### config.mk
export PLATFORM = sky130hd
export DESIGN_NAME = fifo_lvl_irq
export DESIGN_NICKNAME = d
export VERILOG_FILES = /design/src/rtl/fifo_lvl_irq.sv
export SDC_FILE = /design/constraint.sdc
export NUM_CORES = 1
export LEC_CHECK = 0
export ABC_AREA = 1
export BUFFER_PORTS_ARGS = -buffer_cell sky130_fd_sc_hd__buf_2
export CELL_PAD_IN_SITES_DETAIL_PLACEMENT = 1
export CELL_PAD_IN_SITES_GLOBAL_PLACEMENT = 2
export CORE_MARGIN = 4
export CORE_UTILIZATION = 39
export CTS_CLUSTER_SIZE = 8
export DETAILED_ROUTE_END_ITERATION = 12
export PLACE_DENSITY_LB_ADDON = 0.1
export RECOVER_POWER = 50
export SLEW_MARGIN = 30
export SYNTH_ARGS = -nofsm -noshare
export SYNTH_HDL_FRONTEND = slang
export SYNTH_SLANG_ARGS = --single-unit
### constraint.sdc
create_clock -name clk -period 2.9 [get_ports clk]
set_clock_uncertainty 0.2 [all_clocks]
set_input_delay 0.145 -clock clk [delete_from_list [all_inputs] [get_ports clk]]
set_output_delay 0.145 -clock clk [all_outputs]
set_load 0.03 [all_outputs]
### src/rtl/fifo_lvl_irq.sv
module fifo_lvl_irq #(
  parameter int DEPTH = 16,
  parameter int DW    = 32,
  localparam int AW   = $clog2(DEPTH),
  localparam int LW   = $clog2(DEPTH + 1)
) (
  input  logic          clk,
  input  logic          rst_n,
  input  logic          host_push,
  input  logic [DW-1:0] host_wdata,
  input  logic          host_pop,
  output logic [DW-1:0] rx_head,
  input  logic          per_pop,
  output logic [DW-1:0] tx_head,
  input  logic          per_push,
  input  logic [DW-1:0] per_wdata,
  input  logic          tx_flush,
  input  logic          rx_flush,
  input  logic [AW-1:0] tx_thr,
  input  logic [AW-1:0] rx_thr,
  input  logic          tx_lvl_en,
  input  logic          rx_lvl_en,
  input  logic          dma_tx_en,
  input  logic          dma_rx_en,
  input  logic [1:0]    err_clr,
  input  logic [3:0]    ien_set,
  input  logic [3:0]    ien_clr,
  output logic [LW-1:0] tx_level,
  output logic [LW-1:0] rx_level,
  output logic          tx_empty,
  output logic          tx_not_full,
  output logic          rx_not_empty,
  output logic          rx_full,
  output logic          tx_err,
  output logic          rx_err,
  output logic [3:0]    ien,
  output logic [3:0]    int_stat,
  output logic          irq,
  output logic          dma_tx_req,
  output logic          dma_rx_req
);

  logic [DW-1:0] tx_mem [DEPTH];
  logic [DW-1:0] rx_mem [DEPTH];
  logic [AW-1:0] tx_wp, tx_rp, rx_wp, rx_rp;

  assign tx_empty     = (tx_level == '0);
  assign tx_not_full  = (tx_level != LW'(DEPTH));
  assign rx_not_empty = (rx_level != '0);
  assign rx_full      = (rx_level == LW'(DEPTH));

  logic tx_wr, tx_rd, rx_wr, rx_rd;
  assign tx_wr = host_push & ~tx_flush & tx_not_full;
  assign tx_rd = per_pop   & ~tx_flush & ~tx_empty;
  assign rx_wr = per_push  & ~rx_flush & ~rx_full;
  assign rx_rd = host_pop  & ~rx_flush & rx_not_empty;

  logic tx_fault, rx_fault;
  assign tx_fault = ~tx_flush & ((host_push & ~tx_not_full) | (per_pop & tx_empty));
  assign rx_fault = ~rx_flush & per_push & rx_full;

  always_ff @(posedge clk) begin
    if (tx_wr) tx_mem[tx_wp] <= host_wdata;
    if (rx_wr) rx_mem[rx_wp] <= per_wdata;
  end

  assign tx_head = tx_mem[tx_rp];
  assign rx_head = rx_mem[rx_rp];

  always_ff @(posedge clk) begin
    if (!rst_n || tx_flush) begin
      tx_wp <= '0;
      tx_rp <= '0;
      tx_level <= '0;
    end else begin
      if (tx_wr) tx_wp <= tx_wp + AW'(1);
      if (tx_rd) tx_rp <= tx_rp + AW'(1);
      tx_level <= tx_level + LW'(tx_wr) - LW'(tx_rd);
    end
  end

  always_ff @(posedge clk) begin
    if (!rst_n || rx_flush) begin
      rx_wp <= '0;
      rx_rp <= '0;
      rx_level <= '0;
    end else begin
      if (rx_wr) rx_wp <= rx_wp + AW'(1);
      if (rx_rd) rx_rp <= rx_rp + AW'(1);
      rx_level <= rx_level + LW'(rx_wr) - LW'(rx_rd);
    end
  end

  always_ff @(posedge clk) begin
    if (!rst_n) begin
      tx_err <= 1'b0;
      rx_err <= 1'b0;
      ien    <= '0;
      irq    <= 1'b0;
    end else begin
      if (tx_fault)        tx_err <= 1'b1;
      else if (err_clr[0]) tx_err <= 1'b0;
      if (rx_fault)        rx_err <= 1'b1;
      else if (err_clr[1]) rx_err <= 1'b0;
      ien <= (ien & ~ien_clr) | ien_set;
      irq <= |int_stat;
    end
  end

  logic tx_trig, rx_trig;
  assign tx_trig = tx_lvl_en & (tx_level <= LW'(tx_thr));
  assign rx_trig = rx_lvl_en & (rx_level >= LW'(rx_thr) + LW'(1));

  assign int_stat   = {rx_trig, tx_trig, rx_err, tx_err} & ien;
  assign dma_tx_req = dma_tx_en & tx_not_full;
  assign dma_rx_req = dma_rx_en & rx_not_empty;

endmodule


==> impl_metrics.tcl, run 1 <==
set metrics [dict create \
    clock.fmax_mhz 363 \
    vias_per_cell 5.11 \
    route.detailed.drc 0 \
    port-buffer-count 184 \
    status "completed" \
    clkTransAtPathRegs_ns 0.05 \
    dieArea_um2 119000 \
    r2r-start "rx_level[2]" \
    r2r_cells 16 \
    crit_required_ns 3.29 \
    path_class "register to register" \
    core_um2 113000 \
    fin_crit_ns 2.75 \
    drv_slew 0 \
    setup_ws_ns 0.148 \
    min_period_over_period 0.949 \
    drt_iter0_drc 1547 \
    fin_hold_ws_ns 0.172 \
    wirelength_mm 117 \
    whs_path_depth 4 \
    r2r_end "rx_level[4]" \
    endpoint "rx_level[4]" \
    power_mw 34.4 \
    crit_fanout 4 \
    grt_overflow 0 \
    worstSetupStartpoint "rx_level[2]" \
    ys_warn_count 0 \
    cts_htree_levels 4 \
    crit_arrival_ns 3.14 \
    synth_fp_nets 3706 \
    rows 123 \
    ys_seq_area_frac 0.712 \
    die_h_um 345 \
    die_w_um 345 \
    instances_no_fill 5459 \
    synth_area_leaders "edfxtp_1 69%, inv_1 5.0%, nand3_1 4.4%" \
    cap_violations 0 \
    p_leak_nw 18.7 \
    firstDrtPassIters 5 \
    grt_first_pass_wirelength_mm 178 \
    vias 27900 \
    final_cell_mix "1024 x edfxtp_1, 585 x inv_1, 393 x nand3_1" \
    tightest_slew_ns 0.834 \
    hp-class "input pin to register" \
    r2r_setup_slack_ns 0.15 \
    wl_per_cell_um 21.4 \
    synth_top_area_share 0.693 \
    setup_viol 0 \
    gr-usage-all-layers 0.193 \
    grt_antenna_before_repair 6 \
    rsz0062_at_grt "yes" \
    areaGrowthSynthToFinish_pct 18.5 \
    ys_ff_latch 1065 \
    numCtsBuffers 151 \
    grt_pass1_vias 30400 \
    routabilityCongestion 0.757 \
    ctsRootBufferMaster "clkbuf_16" \
    drtAntennaViolNets 0 \
    cts_sinks 1065 \
    finish.net_count 4048 \
    synth.distinct_cells 30 \
    power_density_nw_per_um2 654 \
    slew_headroom 0.444 \
    drive_above_1_share 0.120 \
    fillers 11600 \
    grt_max_degree 115 \
    layout_commonest_cell "edfxtp_1" \
    initial_utilization 0.394 \
    irDropWorstVdd_uv 464 \
    crit_path_start_kind "register" \
    io_pins 185 \
    clock_latency_ns 0.71 \
    syn_inst 3578 \
    cp-end-kind "register" \
    avgSynthCellArea_um2 12.4 \
    hold_viol 0 \
    synth_area_leader_cell "edfxtp_1" \
    cts_buffer_depth 3 \
    place_ws_ns -0.0192 \
    synth_area_um2 44400 \
    dpl.cell_count 5158 \
    place_hpwl_mm 65.6 \
    cts_tree "built" \
]
## state kept, by name, indices dropped and copies added, names as in the netlist, 4 cells and up, named ones only
register / cells
tx_level: 5
rx_wp: 4
rx_level: 5
ien: 4
rx_rp: 4
rx_mem: 512
tx_wp: 4
tx_mem: 512
tx_rp: 4
## synthesized netlist by cell type
library cell and count:
a21oi_1 254, a21oi_2 27, a31oi_1 1, buf_1 20
buf_12 1, buf_2 36, buf_4 8, buf_6 79
buf_8 2, clkbuf_1 48, clkbuf_2 16, dfxtp_1 41
edfxtp_1 1024, fa_1 2, ha_1 32, inv_1 589
inv_2 2, nand2_1 390, nand3_1 393, nand3b_1 2
nand4_1 5, nor2_1 71, nor3_1 2, o211ai_1 255
o211ai_2 1, o21ai_0 89, o21ai_1 178, o22ai_1 1
xnor2_1 3, xor2_1 6
## cells by family (layout without fill, tap and decap cells)
logic type               count (synthesis)  count (layout)  synth area share
flip-flops                            1065            1065             0.712
AND/OR/NAND/NOR                        863             863            0.0846
AO/OA/AOI/OAI                          806             806             0.108
buffers and inverters                  801            1178            0.0842
adder cells (fa/ha/maj)                 34              34           0.00993
XOR/XNOR                                 9               9           0.00178
other                                    0               4                 0
## worst max-delay path, cell delays in order (launching register included)
cell     delay (ns)
dfxtp_2        0.34
inv_2          0.07
ha_2           0.18
nand4_1        0.18
nand2_2        0.13
inv_1          0.06
ha_1           0.26
inv_1          0.06
ha_1           0.15
inv_1          0.06
fa_1           0.38
inv_1          0.09
nand2_1        0.09
a21oi_2        0.13
nor2_1         0.07
o21ai_1        0.13
a21oi_1        0.06
## worst min-delay path by stage
stage                endpoint  slack, ns     startpoint
4_1_cts        rx_mem[13][16]       0.10  per_wdata[16]
3_3_place_gp           ien[2]       0.15     ien_set[2]
3_5_place_dp           ien[1]       0.17     ien_set[1]
5_1_grt                   irq       0.18          rst_n
6_report                  irq       0.17          rst_n
2_1_floorplan    rx_mem[0][0]       0.04   per_wdata[0]
## stage by stage
step / utilization / area, µm² / TNS [ns]
2_1_floorplan: - / 44500 / -213.24
3_3_place_gp: 0.421 / 47400 / 0
3_5_place_dp: 0.421 / 47400 / -0.0192
4_1_cts: 0.466 / 52500 / -0.00986
5_1_grt: 0.467 / 52600 / -0.117
6_report: 0.467 / 52600 / 0
## power breakdown
part / internal, mW / switching (mW) / leakage (nW)
Combinational: 0.614 / 1.30 / 7.13
Sequential: 17.0 / 0.0559 / 9.56
Clock: 9.44 / 5.97 / 1.96
## cell type report
cell class	count	area, µm²	share of cell area
Clock buffer	184	3990	0.0758
Clock inverter	4	31.3	0.000595
Antenna cell	4	10.0	0.000190
Sequential cell	1065	31600	0.601
Multi-Input combinational cell	1712	9310	0.177
Timing Repair Buffer	399	3550	0.0675
Tap cell	1500	1880	0.0357
Inverter	591	2220	0.0422
## layer usage
layer  global-route usage  vias up  share of wire
li1                     -    13300              -
met1                0.227    14000           0.41
met2                0.360      417           0.53
met3               0.0307      186          0.032
met4               0.0582        4          0.024
met5                    0        -        0.00022
## repair_timing
action,4_1_cts,5_1_grt
hold endpoints to repair,1065,0
resized for setup,6,22
gates cloned,1,4
pin swaps,1,3
buffers inserted,4,4
hold buffers,97,0
setup endpoints to repair,27,36
Note: power is estimated with default switching activity, not from simulation.
==> inputs of run 2 (changes only) <==
==> constraint.sdc (replaced) <==
create_clock -name clk -period 2.9 [get_ports clk]
set_clock_uncertainty 0.2 [all_clocks]
set_input_delay 0.145 -clock clk [delete_from_list [all_inputs] [get_ports clk]]
set_output_delay 0.145 -clock clk [all_outputs]
set_load 0.02 [all_outputs]
==> impl_metrics.tcl, run 2 (synthesis results as in run 1) <==
set metrics [dict create \
    io_pins 185 \
    grt_use_met2 0.357 \
    rows 123 \
    setup_ws_ns 0.116 \
    power_mw 34.6 \
    drtAntennaViolNets 0 \
    crit_fanout 20 \
    min_period_over_period 0.960 \
    path_class "register to output pin" \
    met3_usage 0.0309 \
    cp-end-kind "output pin" \
    clock_latency_ns 0.73 \
    irDropWorstVdd_uv 434 \
    grt_antenna_before_repair 10 \
    cts_htree_levels 4 \
    fin_setup_tns_ns 0 \
    final_cell_mix "1024 x edfxtp_1, 587 x inv_1, 391 x nand3_1" \
    die_w_um 345 \
    port-buffer-count 184 \
    crit_path_start_kind "register" \
    cap_violations 0 \
    placed_cell_area_um2 47400 \
    instances_no_fill 5479 \
    dieArea_um2 119000 \
    routabilityCongestion 0.756 \
    die_h_um 345 \
    vias 28300 \
    grt.busiest_layer "met2" \
    core_um2 113000 \
    clock.fmax_mhz 359 \
    final_cell_area_um2 52800 \
    rsz0062_at_grt "yes" \
    dpl.cell_count 5167 \
    fin_hold_ws_ns 0.170 \
    tightest_slew_ns 0.927 \
    route.detailed.drc 0 \
    reg_top3 "rx_mem (512), tx_mem (512)" \
    clkTransAtPathRegs_ns 0.05 \
    layout_commonest_cell "edfxtp_1" \
    grt_first_pass_wirelength_mm 181 \
    numCtsBuffers 151 \
    cts_tree "built" \
    areaGrowthSynthToFinish_pct 19.1 \
    hp-class "input pin to register" \
    p_leak_nw 18.7 \
    place_hpwl_mm 68.8 \
    finish.net_count 4067 \
    firstDrtPassIters 5 \
    crit_required_ns 2.56 \
    drive_above_1_share 0.117 \
    grt_max_degree 91 \
    power_density_nw_per_um2 655 \
    initial_utilization 0.394 \
    grt_overflow 0 \
    place_ws_ns 0.0937 \
    ctsRootBufferMaster "clkbuf_16" \
    vias_per_cell 5.16 \
    gr-usage-all-layers 0.196 \
    wirelength_mm 120 \
    cts_buffer_depth 3 \
    setup_viol 0 \
    status "completed" \
    fin_crit_ns 2.78 \
    drt_iter0_drc 1474 \
    use_met1 0.235 \
    cts_sinks 1065 \
    drv_slew 0 \
    slew_headroom 0.382 \
    final_core_util 0.469 \
    wl_per_cell_um 21.9 \
    grt_pass1_vias 30100 \
    crit_arrival_ns 2.44 \
    hold_viol 0 \
]
==> run 2: final cells by class <==
| type | instances | area [µm²] |
|---|---|---|
| repair buffers | 418 | 3730 |
| clock inverters | 10 | 109 |
| multi-input cells | 1712 | 9310 |
| clock buffers | 181 | 4000 |
| fillers | 11600 | 59800 |
| well taps | 1500 | 1880 |
| flip-flops and latches | 1065 | 31600 |
| diodes | 2 | 5.00 |
| inverters | 591 | 2220 |
==> run 2: where the power goes <==
| group | switching (mW) | internal, mW |
|---|---|---|
| sequential | 0.0527 | 17.0 |
| clock | 6.15 | 9.53 |
| combinational | 1.25 | 0.633 |
==> run 2: worst paths after layout <==
kind	start	endpoint	slack (ns)	cells past startpoint
max	register	rx_head[27]	0.12	8
max reg2reg	tx_level[3]	irq	0.15	11
min	rst_n	irq	0.17	4
min reg2reg	rx_rp[1]	register	0.31	2
==> run 2: critical path, stage by stage, from the launching register on <==
cell,delay (ns)
dfxtp_4,0.47
buf_16,0.22
buf_4,0.23
a21oi_1,0.09
o21ai_1,0.09
nand3_1,0.09
nand3_1,0.15
nand2_1,0.16
buf_2,0.20
==> run 2: timing repair <==
item                                     CTS  global route
hold buffers                              97             0
endpoints found under the setup margin    29            49
buffers inserted                           6             8
pin swaps                                  1             3
gates resized for setup                   12            23
endpoints found under the hold margin   1065             0
cloned                                     2             6
==> run 2: layer usage <==
metal,up-vias,wire length [µm]
li1,13300,-
met1,14300,49100
met2,437,63400
met3,194,3920
met4,4,3440
met5,-,23
==> inputs of run 3 (changes only) <==
Settings changed: CORE_MARGIN 4 to 5, CORE_UTILIZATION 39 to 40, CTS_BUF_LIST set to sky130_fd_sc_hd__clkbuf_2 sky130_fd_sc_hd__clkbuf_4 sky130_fd_sc_hd__clkbuf_8.
==> impl_metrics.tcl, run 3 (synthesis results as in run 1) <==
set metrics [dict create \
    io_pins 185 \
    rsz0062_at_grt "yes" \
    port-buffer-count 184 \
    dpl.cell_count 5173 \
    cts_htree_levels 4 \
    core_um2 110000 \
    areaGrowthSynthToFinish_pct 22.4 \
    drv_slew 0 \
    ctsRootBufferMaster "clkbuf_8" \
    numCtsBuffers 184 \
    crit_arrival_ns 2.52 \
    r2r_cells 10 \
    r2r_setup_slack_ns 0.09 \
    whs_path_depth 8 \
    cp_top_family "buffers and inverters" \
    grt_overflow 0 \
    die_w_um 343 \
    gr-usage-all-layers 0.209 \
    irDropWorstVdd_uv 353 \
    layout_commonest_cell "edfxtp_1" \
    dieArea_um2 118000 \
    vias_per_cell 5.11 \
    min_period_over_period 0.989 \
    cts_buffer_depth 3 \
    cp-end-kind "output pin" \
    final_cell_area_um2 54300 \
    tightest_slew_ns 1.00 \
    clock.fmax_mhz 349 \
    cap_violations 0 \
    grt_max_degree 67 \
    grt_first_pass_wirelength_mm 188 \
    cts_sinks 1065 \
    crit_buf_inv 3 \
    status "completed" \
    clock_latency_ns 0.84 \
    r2r_end "tx_wp[2]" \
    vias 29200 \
    clkTransAtPathRegs_ns 0.06 \
    path_class "register to output pin" \
    fin_hold_ws_ns 0.150 \
    rows 122 \
    finish.net_count 4202 \
    initial_utilization 0.402 \
    fin_setup_tns_ns 0 \
    drtAntennaViolNets 0 \
    route.detailed.drc 0 \
    cts_tree "built" \
    setup_viol 0 \
    crit_path_start_kind "register" \
    wl_per_cell_um 22.2 \
    final_core_util 0.492 \
    drt_iter0_drc 1708 \
    placed_cell_area_um2 47700 \
    instances_no_fill 5714 \
    place_hpwl_mm 70.8 \
    drive_above_1_share 0.173 \
    endpoint "tx_head[29]" \
    crit_slowest_cell "dfxtp_4" \
    routabilityCongestion 0.772 \
    cpPeakStageDelay_ns 0.38 \
    hold_viol 0 \
    wirelength_mm 127 \
    fin_crit_ns 2.87 \
    die_h_um 343 \
    grt_antenna_before_repair 6 \
    cp.depth 8 \
    reg_top3 "rx_mem (512), tx_mem (512)" \
    grt_pass1_vias 31100 \
    cp_cell_sequence "buf_12 > bufbuf_16 > a21oi_1 > o21ai_1 > nand3_1 > nand3_2 > nand2_1 > buf_2" \
    crit_fanout 10 \
    firstDrtPassIters 5 \
    r2r-start "tx_level[2]" \
    hp-class "input pin to register" \
    slew_headroom 0.333 \
    power_density_nw_per_um2 590 \
    crit_required_ns 2.56 \
    p_leak_nw 19.5 \
    final_cell_mix "1024 x edfxtp_1, 587 x inv_1, 361 x nand2_1, 361 x nand3_1, 255 x o211ai_1" \
]
## run 3: worst min path at each step
stage | start | to | slack [ns]
2_1_floorplan | per_wdata[0] | rx_mem[0][0] | 0.04
3_3_place_gp | ien_set[2] | ien[2] | 0.15
3_5_place_dp | ien_set[1] | ien[1] | 0.16
4_1_cts | host_wdata[3] | tx_mem[13][3] | 0.001
5_1_grt | tx_flush | tx_wp[3] | 0.11
6_report | rx_lvl_en | irq | 0.15
## run 3: what timing repair did
item / 4_1_cts / 5_1_grt
endpoints found under the hold margin: 1065 / 0
hold buffers: 138 / 0
buffers inserted: 21 / 14
endpoints found under the setup margin: 64 / 63
cloned: 15 / 15
gates resized for setup: 68 / 148
pin swaps: 11 / 51
## run 3: tightest hold or removal path: stages
cell,delay [ns]
buf_2,0.08
nand2_1,0.05
inv_1,0.06
nand2_1,0.07
nand2_1,0.07
nor2_1,0.04
dlygate4sd3_1,0.55
nor2_1,0.08
## run 3: layout make-up
| type | count | area, µm² |
|---|---|---|
| antenna | 3 | 7.51 |
| clock buffer | 241 | 2990 |
| clock inverter | 94 | 447 |
| fill | 11300 | 56000 |
| inverter | 591 | 2220 |
| multi-input combinational | 1712 | 9620 |
| sequential | 1065 | 31600 |
| tap | 1488 | 1860 |
| timing repair buffer | 520 | 5580 |
## run 3: power by group
part / switching [mW] / leakage [nW] / total, mW / internal (mW)
clock network: 6.06 / 1.80 / 12.8 / 6.79
logic: 1.34 / 8.10 / 2.18 / 0.831
registers: 0.0488 / 9.56 / 17.0 / 17.0
total: 7.45 / 19.5 / 32.0 / 24.6
## run 3: layer usage
metal / global-route usage / routed length, µm / vias up
met2: 0.376 / 65900 / 565
li1: - / - / 13700
met4: 0.0672 / 3510 / 2
met1: 0.258 / 52800 / 14700
met3: 0.0337 / 4890 / 222
met5: 0 / 12 / -
## run 3: metrics by stage
step / setup slack (ns) / power (mW)
floorplan: -0.348 / 18.3
global placement: 0.144 / 19.0
detailed placement: 0.0974 / 19.1
CTS: -0.0507 / 32.4
global route: -0.0989 / 33.4
finish: 0.0318 / 32.0
